`src/rtl/dmapg_pkg.sv`:
```
package dmapg_pkg;
  localparam int CHAN_N = 4;
  localparam int CHAN_W = $clog2(CHAN_N);

  typedef struct packed {
    logic              pageWe;
    logic              hiWe;
    logic [CHAN_W-1:0] wrChan;
    logic              load;
    logic              step;
    logic              down;
  } dpCtrl_t;

  // Port offset to channel: 1->2, 2->3, 3->1, 7->0; others unmapped.
  function automatic logic [CHAN_W:0] decodeOff(input logic [2:0] off);
    case (off)
      3'd1:    decodeOff = {1'b1, 2'd2};
      3'd2:    decodeOff = {1'b1, 2'd3};
      3'd3:    decodeOff = {1'b1, 2'd1};
      3'd7:    decodeOff = {1'b1, 2'd0};
      default: decodeOff = '0;
    endcase
  endfunction
endpackage

```
`src/rtl/dmapg_ctrl.sv`:
```
module dmapg_ctrl
  import dmapg_pkg::*;
#(
  parameter bit HAS_HIGH_PAGE = 1'b1,
  parameter int MODE_W = 8,
  parameter int DIR_BIT = 5
) (
  input  logic              clk,
  input  logic              rstN,
  input  logic              hiBank,
  input  logic [2:0]        portOff,
  input  logic              portWr,
  input  logic              portRd,
  input  logic              runLoad,
  input  logic [MODE_W-1:0] runMode,
  input  logic              runBeat,
  input  logic              runStop,
  output dpCtrl_t           strobes,
  output logic [CHAN_W-1:0] rdChan,
  output logic              rdHit,
  output logic              rdHigh,
  output logic              active
);
  logic [CHAN_W:0] dec;
  logic            mapped;
  logic            bankOk;
  logic            downQ;

  assign dec    = decodeOff(portOff);
  assign mapped = dec[CHAN_W];
  assign bankOk = !hiBank || HAS_HIGH_PAGE;

  assign rdChan = dec[CHAN_W-1:0];
  assign rdHit  = portRd && mapped && bankOk;
  assign rdHigh = hiBank;

  always_ff @(posedge clk or negedge rstN) begin
    if (!rstN) begin
      active <= 1'b0;
      downQ  <= 1'b0;
    end else if (runLoad) begin
      active <= 1'b1;
      downQ  <= runMode[DIR_BIT];
    end else if (runStop) begin
      active <= 1'b0;
    end
  end

  always_comb begin
    strobes.pageWe = portWr && mapped && !hiBank;
    strobes.hiWe   = portWr && mapped && hiBank && HAS_HIGH_PAGE;
    strobes.wrChan = dec[CHAN_W-1:0];
    strobes.load   = runLoad;
    strobes.step   = runBeat && active && !runLoad && !runStop;
    strobes.down   = downQ;
  end
endmodule

```
`src/rtl/dmapg_datapath.sv`:
```
module dmapg_datapath
  import dmapg_pkg::*;
#(
  parameter bit HAS_HIGH_PAGE = 1'b1,
  parameter int ADDR_W = 16,
  parameter int PAGE_W = 8,
  parameter int HI_USE_W = 7,
  localparam int PHYS_W = HI_USE_W + PAGE_W + ADDR_W
) (
  input  logic              clk,
  input  logic              rstN,
  input  dpCtrl_t           strobes,
  input  logic [PAGE_W-1:0] wrData,
  input  logic [CHAN_W-1:0] rdChan,
  input  logic              rdHit,
  input  logic              rdHigh,
  input  logic [CHAN_W-1:0] runChan,
  input  logic [ADDR_W-1:0] runStart,
  output logic [PAGE_W-1:0] rdData,
  output logic [PHYS_W-1:0] physAddr
);
  logic [PAGE_W-1:0] pageQ [CHAN_N];
  logic [PAGE_W-1:0] hiQ   [CHAN_N];
  logic [ADDR_W-1:0] curAddr;

  for (genvar c = 0; c < CHAN_N; c++) begin : g_chan
    always_ff @(posedge clk or negedge rstN) begin
      if (!rstN) pageQ[c] <= '0;
      else if (strobes.pageWe && strobes.wrChan == CHAN_W'(c)) pageQ[c] <= wrData;
    end
    if (HAS_HIGH_PAGE) begin : g_hi
      always_ff @(posedge clk or negedge rstN) begin
        if (!rstN) hiQ[c] <= '0;
        else if (strobes.hiWe && strobes.wrChan == CHAN_W'(c)) hiQ[c] <= wrData;
      end
    end else begin : g_nohi
      assign hiQ[c] = '0;
    end
  end

  assign rdData = !rdHit ? '0 : (rdHigh ? hiQ[rdChan] : pageQ[rdChan]);

  always_ff @(posedge clk or negedge rstN) begin
    if (!rstN) begin
      physAddr <= '0;
    end else if (strobes.load) begin
      physAddr <= {hiQ[runChan][HI_USE_W-1:0], pageQ[runChan], runStart};
    end else if (strobes.step) begin
      physAddr[ADDR_W-1:0] <= strobes.down ? curAddr - 1'b1 : curAddr + 1'b1;
    end
  end

  assign curAddr = physAddr[ADDR_W-1:0];
endmodule

```
`src/rtl/dmapg_top.sv`:
```
module dmapg_top
  import dmapg_pkg::*;
#(
  parameter bit HAS_HIGH_PAGE = 1'b1,
  parameter int ADDR_W = 16,
  parameter int PAGE_W = 8,
  parameter int HI_USE_W = 7,
  parameter int MODE_W = 8,
  parameter int DIR_BIT = 5,
  localparam int PHYS_W = HI_USE_W + PAGE_W + ADDR_W
) (
  input  logic              clk,
  input  logic              rstN,
  input  logic              hiBank,
  input  logic [2:0]        portOff,
  input  logic              portWr,
  input  logic              portRd,
  input  logic [PAGE_W-1:0] portWData,
  output logic [PAGE_W-1:0] rdData,
  input  logic              runLoad,
  input  logic [CHAN_W-1:0] runChan,
  input  logic [MODE_W-1:0] runMode,
  input  logic [ADDR_W-1:0] runStart,
  input  logic              runBeat,
  input  logic              runStop,
  output logic [PHYS_W-1:0] physAddr,
  output logic              xferActive
);
  dpCtrl_t           strobes;
  logic [CHAN_W-1:0] rdChan;
  logic              rdHit;
  logic              rdHigh;

  dmapg_ctrl #(.HAS_HIGH_PAGE(HAS_HIGH_PAGE), .MODE_W(MODE_W), .DIR_BIT(DIR_BIT)) u_ctrl (
    .clk(clk), .rstN(rstN), .hiBank(hiBank), .portOff(portOff), .portWr(portWr),
    .portRd(portRd), .runLoad(runLoad), .runMode(runMode), .runBeat(runBeat),
    .runStop(runStop), .strobes(strobes), .rdChan(rdChan), .rdHit(rdHit),
    .rdHigh(rdHigh), .active(xferActive)
  );

  dmapg_datapath #(.HAS_HIGH_PAGE(HAS_HIGH_PAGE), .ADDR_W(ADDR_W), .PAGE_W(PAGE_W),
                   .HI_USE_W(HI_USE_W)) u_dp (
    .clk(clk), .rstN(rstN), .strobes(strobes), .wrData(portWData), .rdChan(rdChan),
    .rdHit(rdHit), .rdHigh(rdHigh), .runChan(runChan), .runStart(runStart),
    .rdData(rdData), .physAddr(physAddr)
  );
endmodule

```
`config.mk`:
```
export PLATFORM = sky130hd
export DESIGN_NAME = dmapg_top
export DESIGN_NICKNAME = d
export VERILOG_FILES = /design/src/rtl/dmapg_pkg.sv /design/src/rtl/dmapg_ctrl.sv /design/src/rtl/dmapg_datapath.sv /design/src/rtl/dmapg_top.sv
export SDC_FILE = /design/constraint.sdc
export NUM_CORES = 1
export LEC_CHECK = 0
export ABC_CLOCK_PERIOD_IN_PS = 5900
export BUFFER_PORTS_ARGS = -buffer_cell sky130_fd_sc_hd__buf_2
export CAP_MARGIN = 20
export CORE_MARGIN = 8
export CORE_UTILIZATION = 40
export DETAILED_ROUTE_END_ITERATION = 8
export SYNTH_ARGS = -nofsm -noshare
export SYNTH_HDL_FRONTEND = slang
export SYNTH_SLANG_ARGS = --single-unit
```
`constraint.sdc`:
```
create_clock -name clk -period 5.9 [get_ports clk]
set_clock_uncertainty 0.1 [all_clocks]
set_input_delay 0.295 -clock clk [delete_from_list [all_inputs] [get_ports clk]]
set_output_delay 0.295 -clock clk [all_outputs]
set_load 0.005 [all_outputs]
```
=== Yosys cells after proc, flatten, opt, wreduce, memory -nomap -nowiden ===
Index checks and enable logic that the tools add are counted.

* Bits in registers: 97
* Bits in latches: 0
* Bits in writable memories: 0
* Memory bits (read-only): 0
* Input bits: 45
* Output and inout port bits: 40
* Word-level logic and storage cells: 66
* Memories: 0

* Add/sub/neg operators: 2
* $mul: 0
* Divide/modulo/power cells: 0
* $lt $le $gt $ge: 2
* Eq/ne operators: 7
* Shift operators: 0
* Muxes and demuxes: 20
* Bitwise logic cells: 2
* Reductions and logical operators: 21

{| class="wikitable"
|+ Operators by type and width
! cell !! number
|-
| 8-bit binary-select mux with 2-bit select || 4
|-
| 8-bit two-way mux || 8
|-
| 16-bit two-way mux || 3
|-
| 16-bit by 1-bit adder with 16-bit output, second input constant || 1
|-
| 16-bit by 1-bit subtractor with 16-bit output, second input constant || 1
|-
| 1-bit logical AND || 15
|-
| 7-bit two-way mux || 2
|-
| 3-bit case mux with 4 select lines || 1
|-
| 3-bit by 2-bit equality test with 1-bit output, second input constant || 2
|-
| 3-bit greater-or-equal comparator, second input constant || 2
|-
| 2-bit NOT with 3-bit output || 2
|-
| 2-bit equality test, second input constant || 2
|-
| 2-bit nonzero test || 2
|-
| 3-bit by 1-bit equality test with 1-bit output, second input constant || 1
|-
| 3-bit equality test, second input constant || 1
|-
| 1-bit zero test || 3
|-
| 2-bit by 1-bit equality test with 1-bit output, second input constant || 1
|-
| 2-bit zero test || 1
|-
| 1-bit two-way mux || 2
|}

=== Logic depth before layout (Yosys ltp) ===
Gate-level depths: netlist (run 1).

* Depth in word-level cells: 8
* Depth in mapped cells: 8
* Depth with buffers taken out: 7

=== Hierarchy ===
Synthesis (run 1) repeated with hierarchy kept, for this count alone.

* Cells, all modules: 408
* Area, all modules: 5398.9 µm²

{| class="wikitable"
|+ By module, submodules not included
! module !! times used !! cells each !! area an instance (µm²) !! seq. area each (µm²)
|-
| dmapg_datapath || 1 || 387 || 5212.5 || 2377.3
|-
| dmapg_ctrl || 1 || 21 || 186.4 || 50.0
|}

=== Worst setup path before layout (run 1) ===
Ideal clock, no wire load.

* Kind: reg2reg
* Start point: register u_ctrl.downQ
* End point: register u_dp.physAddr[12]
* Library setup time: 0.141 ns
* Arrival: 2.251 ns
* Required time: 5.659 ns
* Path slack: 3.408 ns
* Stages on the path, launching flop included: 8
* Buffers on the path: 0
* Clock period less this slack: 2.492 ns
* Cells stage by stage: dfrtp_1 -> fa_1 -> a21o_2 -> a311oi_2 -> nor2_1 -> o41ai_2 -> xor2_1 -> o221ai_1

* Cells in the longest elaborated chain, start to end: 3

{| class="wikitable"
|+ Ends and longest elaborated chain
! element !! line !! source
|-
| start, declared || dmapg_ctrl.sv:27 || <nowiki>logic downQ;</nowiki>
|-
| start signal, assigned || dmapg_ctrl.sv:43 || <nowiki>downQ <= runMode[DIR_BIT];</nowiki>
|-
| 16-bit two-way mux || dmapg_datapath.sv:49 || <nowiki>physAddr[ADDR_W-1:0] <= strobes.down ? curAddr - 1'b1 : curAddr + 1'b1;</nowiki>
|-
| 16-bit two-way mux || dmapg_datapath.sv:48 || <nowiki>end else if (strobes.step) begin</nowiki>
|-
| 16-bit two-way mux || dmapg_datapath.sv:46 || <nowiki>end else if (strobes.load) begin</nowiki>
|-
| end signal, assigned || dmapg_datapath.sv:47 || <nowiki>physAddr <= {hiQ[runChan][HI_USE_W-1:0], pageQ[runChan], runStart};</nowiki>
|-
| end signal, assigned by index || dmapg_datapath.sv:49 ||
|-
| end, declared || dmapg_datapath.sv:20 || <nowiki>output logic [PHYS_W-1:0] physAddr</nowiki>
|}

No other way between the ends. The select of a mux whose other input is x is not followed.
A chain may end at the register's enable or synchronous reset.

=== Worst setup path after layout (run 1) ===
* Start point: input port portOff[0]
* End point: output port rdData[2]

* Cells in the longest elaborated chain, start to end: 8
* Elaborated cells on any way between the ends: 15
* Classes of those cells: eq/ne (4); mux (9); bitwise (1); reduce/logical (1)

{| class="wikitable"
|+ Ends and longest elaborated chain
! element !! line !! source
|-
| start, declared || dmapg_top.sv:15 || <nowiki>input logic [2:0] portOff,</nowiki>
|-
| 3-bit equality test, or another cell as far along || dmapg_pkg.sv:16 || <nowiki>case (off)</nowiki>
|-
| 3-bit case mux with 4 select lines * || dmapg_pkg.sv:16 ||
|-
| 2-bit NOT with 3-bit output (implied by the code) || dmapg_datapath.sv:41 || <nowiki>assign rdData = !rdHit ? '0 : (rdHigh ? hiQ[rdChan] : pageQ[rdChan]);</nowiki>
|-
| 8-bit binary-select mux with 2-bit select || dmapg_datapath.sv:41 ||
|-
| 8-bit two-way mux (implied by the code) (2 in series) || dmapg_datapath.sv:41 ||
|-
| 8-bit two-way mux || dmapg_datapath.sv:41 ||
|-
| 8-bit two-way mux * || dmapg_datapath.sv:41 ||
|-
| end, declared || dmapg_top.sv:19 || <nowiki>output logic [PAGE_W-1:0] rdData,</nowiki>
|}

Mark *: on every way between the ends. The rest lies on a longest branch, timed or not. The select of a mux whose other input is x is not followed.

==> results.txt, run 1 <==
STA classifies the critical path endpoint as an output port. The clock network accounts for 28.8% of the total power. Of the total power, registers draw 43.6%.

The run gives 85 as the number of placed I/O pins. CTS built an H-tree with a depth of 3. The switching part of the total power was 30.01%; the number of cell rows was 42. The number of flops mapped to enable cells by yosys works out to 0.

Power spread over the standard cell area amounts to 339.6 nW/µm². The run finished with clean final reports. Internal reg-to-reg setup slack: 3030 ps. After the first detailed-routing iteration, the DRC count stood at 348.

The tools report the root buffer cell as sky130_fd_sc_hd__clkbuf_16. Combinational logic is responsible for 27.7% of the overall power. The clock slew at the register clock pins of the worst setup and hold paths is 60 ps, and the fmax is 319.0 MHz. Internal power comes to 1.494 mW. The number of nets in the synthesized netlist is 529, and the die outline height is 132.8 µm. After synthesis the cells add up to 5454 µm². The run gives 0 as the final routed DRC violation total. After synthesis, the largest family of logic cells by area is multiplexers. The adder-cell share of the synthesized area is 3.579%.

In this run the standard cell core region covers 13300 µm². The layout cell share with drive strength beyond 1 came out at 38.29%. Headroom to the max-slew limit came out at 28.78%. The synthesized netlist devotes 13.26% of its cell area to compound gates. The data arrival at the endpoint of the critical path is 2740 ps, and the worst reg-to-reg path cell count is 7. Max-cap violations in this run came to 0. IR analysis of the VDD net gives a maximum drop of 0.2484 mV.

The die covers 17630 µm². The total via count in the routed design came out at 4015. TritonCTS built the clock tree. The run gives 0 as the number of warnings printed during yosys synthesis.

The logs give 4287 for the via count of the first global-routing pass and 0 ps for the setup total negative slack. The run gives 44.51% as the sequential fraction of the synthesis area. The synthesized design devotes to its leading area cell type 44.51% of total area.

The worst hold path belongs to the class input pin to register. The post-synthesis share of cell area spent on and, or, nand and nor gates came out at 7.502%. In the final routed layout, each cell accounts on average for 19.25 µm. The number of hold-slack violations in the final timing report was 0. Counting I/O delays and the setup requirement, the final critical path takes 3135 ps.

Pin count of the biggest net entering global routing: 52. Counting every sink on the clock net gives 97. Summed over all nets, the switching power comes to 640.7 µW. The tools report the number of antenna diodes as 0. The xor/xnor share of the synthesized area is 2.088%, and the total iterations of the first detailed-routing run is 4. The post-route core utilization is 47.28%, and the leakage power is 2.804 nW. In the synthesized netlist the dominant register cell turns out to be sky130_fd_sc_hd__dfrtp_1. The run gives 0 as the number of setup violations in the final report. Counting along the longest clock path gives a buffer depth of 2. Yosys attributes the largest share of cell area to sky130_fd_sc_hd__dfrtp_1, sky130_fd_sc_hd__mux2_2, sky130_fd_sc_hd__mux4_2. Once the floorplan was initialized, standard cells occupied 41.02% of the core. In the synthesized netlist, the number of instances is 469. The summed area of non-filler cells in the final layout was 6286 µm². In the final design database the tool counted 593 nets.

The final number of max-transition violations was 0; the multiplexer fraction of the synthesized cell area was 26.91%. The worst hold path stage count works out to 3. Library cell with the largest summed area after synthesis: sky130_fd_sc_hd__dfrtp_1. Clock latency on the worst-skew pair, taken at its later pin, is 350 ps. The number of buffers inserted by port buffering came out at 77. The period utilization was 53.14%. Counting the buffers created by CTS gives 9. The share of synthesized registers carrying an async set or reset works out to 100.0%. Setup repair after global routing left no endpoint under its margin.

Most frequent cell after synthesis: sky130_fd_sc_hd__dfrtp_1. Once placement finished, the instance area stood at 5963 µm². By count the netlist is led by sky130_fd_sc_hd__dfrtp_1, sky130_fd_sc_hd__mux2_2, sky130_fd_sc_hd__a21oi_1, sky130_fd_sc_hd__nor2_1, sky130_fd_sc_hd__nand2_1.

Summed over all layers, the global routing overflow is 0. The total routing usage reported by global routing was 16.09%. The die boundary width works out to 132.8 µm.

The slew at the pin with the worst max-slew slack was 1064 ps. The number of gates resized after CTS was 0. Routability-driven placement finished with a final weighted congestion of 0.8719. Dividing the synthesized area by the synthesized cell count gives 11.63 µm².

Counting flops and latches in the post-synthesis netlist gives 97. The number of antenna violations at the first check in global routing came out at 0. Overall power consumption after layout is estimated at 2.135 mW.

The detail route stage leaves a number of antenna-violating nets equal to 0. The count of unique library cells instantiated by Yosys was 51. The first global-routing pass estimated 22600 µm of wire. The number of filler instances in the final layout is 1218, and the total wire length is 13750 µm. Detailed placement finished with a half-perimeter wire length of 9341 µm. The worst setup path is launched from an input pin. The critical path class was input pin to output port. The signed area change from the synthesized netlist to the final layout works out to 15.26%. At the worst endpoint, the required time is 5510 ps.

In the routed layout, each cell is associated on average with a via count of 5.623. In this run the worst path has a maximum fanout of 24.
## flip-flops by register name, indices dropped and copies added (netlist names)
register	flops
u_dp.physAddr	31
u_dp.hiQ	32
u_ctrl.active	1
u_ctrl.downQ	1
u_dp.pageQ	32
## what timing repair did
action / 4_1_cts / 5_1_grt
endpoints found under the hold margin: 46 / 0
setup buffers: 0 / 0
hold buffers: 1 / 0
## cell usage in the layout, fill, tap and decap left out, types with 4 or more instances in the layout
master and n:
sky130_fd_sc_hd__a211oi_1 8, sky130_fd_sc_hd__a21o_1 4, sky130_fd_sc_hd__a21oi_1 37, sky130_fd_sc_hd__a22oi_1 4
sky130_fd_sc_hd__buf_2 76, sky130_fd_sc_hd__clkbuf_16 9, sky130_fd_sc_hd__dfrtp_1 97, sky130_fd_sc_hd__ha_1 14
sky130_fd_sc_hd__mux2_2 87, sky130_fd_sc_hd__mux2i_1 15, sky130_fd_sc_hd__mux4_2 15, sky130_fd_sc_hd__nand2_1 28
sky130_fd_sc_hd__nand2b_1 4, sky130_fd_sc_hd__nand3_1 5, sky130_fd_sc_hd__nor2_1 33, sky130_fd_sc_hd__o21ai_0 18
sky130_fd_sc_hd__o221ai_1 10, sky130_fd_sc_hd__xnor2_1 6, sky130_fd_sc_hd__xor2_1 7
## power groups by stage
stage / Combinational [mW] / Sequential, mW / Clock [mW]
2_1_floorplan: 0.426 / 0.914 / 0
3_3_place_gp: 0.581 / 0.932 / 0
3_5_place_dp: 0.596 / 0.941 / 0
4_1_cts: 0.598 / 0.928 / 0.636
5_1_grt: 0.661 / 0.952 / 0.655
6_report: 0.591 / 0.930 / 0.614
## metal layers
metal  track usage (%)  wire, µm  vias up
met5                 0         0        -
met4             4.669       191        0
met3             5.337       756       13
met2             26.32      6606       99
met1             19.78      6194     2008
li1                  -         -     1895
## logic make-up after synthesis
logic type                 after synthesis
AOI/OAI and AO/OA                      108
buffers and inverters                   29
adders and majority gates               15
xor gates and xnor gates                13
muxes                                  117
DFF                                     97
and+or+nand+nor                         90
## area by class of cell
type / count / area (µm²) / area share [%]
flip-flops and latches: 97 / 2427 / 38.61
clock buffers: 12 / 256.5 / 4.080
repair buffers: 79 / 405.4 / 6.449
well taps: 176 / 220.2 / 3.503
clock inverters: 4 / 56.30 / 0.8957
inverters: 3 / 11.26 / 0.1791
multi-input cells: 343 / 2909 / 46.28
## worst max-delay path: stages
cell and delay, ps:
sky130_fd_sc_hd__buf_2 520, sky130_fd_sc_hd__nor2_1 110, sky130_fd_sc_hd__nor2_1 780, sky130_fd_sc_hd__o21ai_1 510
sky130_fd_sc_hd__a211oi_1 350, sky130_fd_sc_hd__buf_2 170
## worst paths after layout
kind                                               start                             to
setup / recovery                              portOff[0]                      rdData[2]
hold / removal                               runStart[0]   u_dp.physAddr[0]$_DFFE_PN0P_
setup reg to reg                u_ctrl.downQ$_DFFE_PN0P_  u_dp.physAddr[12]$_DFFE_PN0P_
hold reg to reg            u_dp.physAddr[27]$_DFFE_PN0P_  u_dp.physAddr[27]$_DFFE_PN0P_
max in group asynchronous                           rstN   u_dp.physAddr[4]$_DFFE_PN0P_
min in group asynchronous                           rstN        u_dp.hiQ[3]$_DFFE_PN0P_
## per-stage QoR
step	worst slack [ps]	hold WS [ps]	instances
final	2765	60.90	714
after global routing	2588	72.10	714
after CTS	2765	48.54	714
after detailed placement	2760	256.9	697
after global placement	2752	251.0	697
after floorplan	3408	-100.6	469
No activity file was read; power rests on OpenSTA's default activity.
==> run 2: changes to the inputs <==
- ABC_CLOCK_PERIOD_IN_PS: 5900 -> 2980
- clock period: 5.9 -> 2.98 ns (I/O delays scaled with it)
==> run 2 against run 1 <==
  * Combinational power up 100%
  * Sequential power increased by 98%
  * Sequential cell count unchanged
  * Worst setup slack worse by 2400 ps
  * Design area rose by 3.9%
  * Register-to-register slack lost 2700 ps
  * Critical path type is now register to register
  * Critical endpoint is now u_dp.physAddr[12]$_DFFE_PN0P_
  * Largest cell class unchanged
  * Largest power group unchanged
==> results.txt, run 2 (synthesis results as in run 1) <==
The flow ran to the end, and the final reports show no timing, DRC or antenna violations. Leaving out fill and tap cells, the most frequent cells in the layout are sky130_fd_sc_hd__dfrtp_1, sky130_fd_sc_hd__mux2_2, sky130_fd_sc_hd__buf_2. The layout cell share with drive strength beyond 1 works out to 38.34% (+0.049 points). The total power density per cell area is 648.1 nW/µm² (+91%). For the core area, the log shows 13300 µm² (unchanged). The wire length of the first global-routing pass was 23350 µm (+3.3%); the number of setup buffers added after CTS was 0 (unchanged). The startpoint of the worst register-to-register path is u_dp.physAddr[0]$_DFFE_PN0P_. The number of nets in the finished design is 621 (+4.7%). For the clock latency on the worst-skew pair, the log shows 350 ps (about the same). The final number of max-transition violations is 0 (unchanged). The maximum fanout count along the critical path came out at 5 (-79%). Setup total negative slack: 0 ps (unchanged). The tools report the launching element of the worst setup path as u_dp.physAddr[0]$_DFFE_PN0P_. TritonCTS built the clock tree.

Traced cell by cell, the critical path runs through fa_1 -> a21o_2 -> a311oi_2 -> nor2_1 -> o41ai_2 -> xor2_1 -> o221ai_1. For the initial core utilization, the log shows 41.02% (unchanged). The largest registers in the layout are u_dp.hiQ x32, u_dp.pageQ x32, u_dp.physAddr x31. Based on the critical path, the design can be clocked at up to 382.1 MHz.

The leakage power is 2.924 nW (+4.3%). The root buffer cell chosen for the clock tree is sky130_fd_sc_hd__clkbuf_16. The run gives 17630 µm² (unchanged) as the die outline area. Setup repair after global routing left no endpoint under its margin. The maximum buffer depth of the clock tree was 2 (unchanged); the worst hold path stage count was 3 (unchanged).

The logs give 0 (unchanged) for the number of setup violations in the final report and 1.277 mW (+99%) for the reported net switching power. The number of hold-slack violations in the final timing report was 0 (unchanged); the number of antenna violations at the first check in global routing was 0 (unchanged). The average detailed-routed wire length per instance works out to 18.99 µm (-1.4%). The signed area change from the synthesized netlist to the final layout works out to 19.71%. The clock slew at the register clock pins of the worst setup and hold paths was 60 ps (about the same); the final critical-path required period was 2617 ps. The most frequent standard cell in the layout excluding fill and tap cells is sky130_fd_sc_hd__dfrtp_1. The number of placed I/O pins is 85 (unchanged).

The worst hold path belongs to the class input pin to register. The hold path startpoint is runStart[15]. The tools report the data arrival at the endpoint of the critical path as 2720 ps (-20 ps).

The switching part of the total power is 30.18% (+0.16 points). The die boundary width is 132.8 µm (unchanged), and the part of the power in the clock network is 28.2% (-0.6 points). The run gives 43.4% (-0.2 points) as the power share of the sequential group. The run gives 9 (unchanged) as the total clock buffers created by CTS.

The logs give 381.5 ps (-2378 ps) for the worst setup slack before clock tree synthesis and 4.231 mW (+98%) for the total power. Slowest cell on the critical path: sky130_fd_sc_hd__fa_1. The tools report the number of antenna-violating nets in the routed design as 0 (unchanged).

Total iterations of the first detailed-routing run: 4 (unchanged). The logs give 0.4243 mV (+71%) for the worst supply voltage drop on vdd and 4382 (+2.2%) for the via count of the first global-routing pass. The logs give 3 (unchanged) for the total number of H-tree levels and 0 (unchanged) for the number of max-cap violations. Number of antenna diodes: 0 (unchanged).

The via density per instance is 5.566 (-1.0%), and the worst path buffer plus inverter count is 0 (-2). Relative slew slack: 40.43% (+12 points). The weighted congestion reported at the end of routability-driven placement was 0.8253 (-5.3%); the pin count of the biggest net entering global routing was 69 (+33%).

The clock sink count is 97 (unchanged), and the count of routing violations after the opening detailed-route iteration is 295 (-15%). The total number of cells along the worst setup path was 7 (+1). The number of cells in the design after placement is 708 (+1.6%).

The global-route congestion overflow total was 0 (unchanged). The number of buffers inserted by port buffering was 77 (unchanged). For the combinational group share of total power, the log shows 28.4% (+0.7 points). For the post-route core utilization, the log shows 49.11% (+1.8 points). The worst setup path is captured at a register. The tools report the element type at the critical path start as a register. The final routed DRC violation total was 0 (unchanged); the critical path required time was 3090 ps (-2420 ps).

The non-filler instance count after layout came out at 742 (+3.9%). Slew at the pin with the worst max-slew slack: 893.5 ps (-170.9 ps). The worst setup path is of the register to register kind.

The final worst-path setup slack was 363.0 ps (-2402 ps); the die outline height was 132.8 µm (unchanged). For the number of cell rows, the log shows 42 (unchanged). Following the worst setup path forward leads to its endpoint at u_dp.physAddr[12]$_DFFE_PN0P_.

The tools report the total wire length as 14090 µm (+2.5%). For the total via count in the routed design, the log shows 4130 (+2.9%). The worst register-to-register path ends at u_dp.physAddr[12]$_DFFE_PN0P_.

The tools report the number of instances resized during post-cts repair as 0 (unchanged). The tools report the total half-perimeter wirelength after legalization and detailed placement as 9753 µm (+4.4%). The worst reg-to-reg path cell count was 7 (unchanged); the number of hold buffers added after CTS was 18 (+17). The maximum single-stage delay on the critical path was 480 ps (-300 ps); the internal reg-to-reg setup slack was 360 ps (-2670 ps). The internal power component came out at 2.954 mW (+98%).

The number of filler instances in the final layout was 1219 (+0.082%); the period utilization was 87.82%. The cell family contributing the most delay on the critical path is compound AO/OA/AOI/OAI gates. For the total routing usage reported by global routing, the log shows 16.44% (+0.36 points).
==> run 2: cell count changes in the layout (fill, tap and decap cells not counted), sizes merged <==
cell	previous run	this run
buf	78	89
clkbuf	12	11
dlygate4sd3	1	18
clkinvlp	0	1
==> run 2: worst min-delay path by stage <==
| stage | endpoint | slack (ps) |
|---|---|---|
| CTS | u_dp.physAddr[15]$_DFFE_PN0P_ | 20 |
| detailed placement | u_dp.physAddr[2]$_DFFE_PN0P_ | 230 |
| finish | u_dp.physAddr[15]$_DFFE_PN0P_ | 20 |
| floorplan | u_ctrl.active$_DFFE_PN0P_ | -250 |
| global placement | u_dp.physAddr[2]$_DFFE_PN0P_ | 230 |
| global route | u_dp.physAddr[15]$_DFFE_PN0P_ | 40 |
==> run 2: layout make-up <==
cell class | count | area, µm² | area share, %
clock buffers | 11 | 242.7 | 3.718
flip-flops and latches | 97 | 2427 | 37.18
repair buffers | 107 | 658.1 | 10.08
clock inverters | 5 | 60.06 | 0.9199
well taps | 176 | 220.2 | 3.373
multi-input cells | 343 | 2909 | 44.56
inverters | 3 | 11.26 | 0.1725
==> run 2: power groups by stage <==
| stage | combinational [mW] | clock (mW) | sequential, mW |
|---|---|---|---|
| final | 1.20 | 1.19 | 1.84 |
| after global routing | 1.34 | 1.27 | 1.88 |
| after CTS | 1.22 | 1.23 | 1.84 |
| after detailed placement | 1.19 | 0 | 1.86 |
| after global placement | 1.17 | 0 | 1.84 |
| after floorplan | 0.843 | 0 | 1.81 |
==> run 2: through the flow <==
stage | instance area [µm²] | hold slack [ps]
finish | 6529 | 23.84
global route | 6529 | 35.88
CTS | 6529 | 18.08
detailed placement | 6046 | 229.5
global placement | 6046 | 225.3
floorplan | 5454 | -246.6
==> run 2: per-layer routing <==
metal  share of wire (%)  up-vias  global-route usage (%)
met1                  45     2041                   20.73
li1                    -     1941                       -
met5                   0        -                       0
met3                 6.7       17                   5.375
met2                  47      131                   26.49
met4                 1.4        0                   4.416
==> run 2: tightest hold or removal path, stage by stage <==
cell	delay, ps
sky130_fd_sc_hd__buf_2	70
sky130_fd_sc_hd__nand2b_1	90
sky130_fd_sc_hd__a221o_1	120
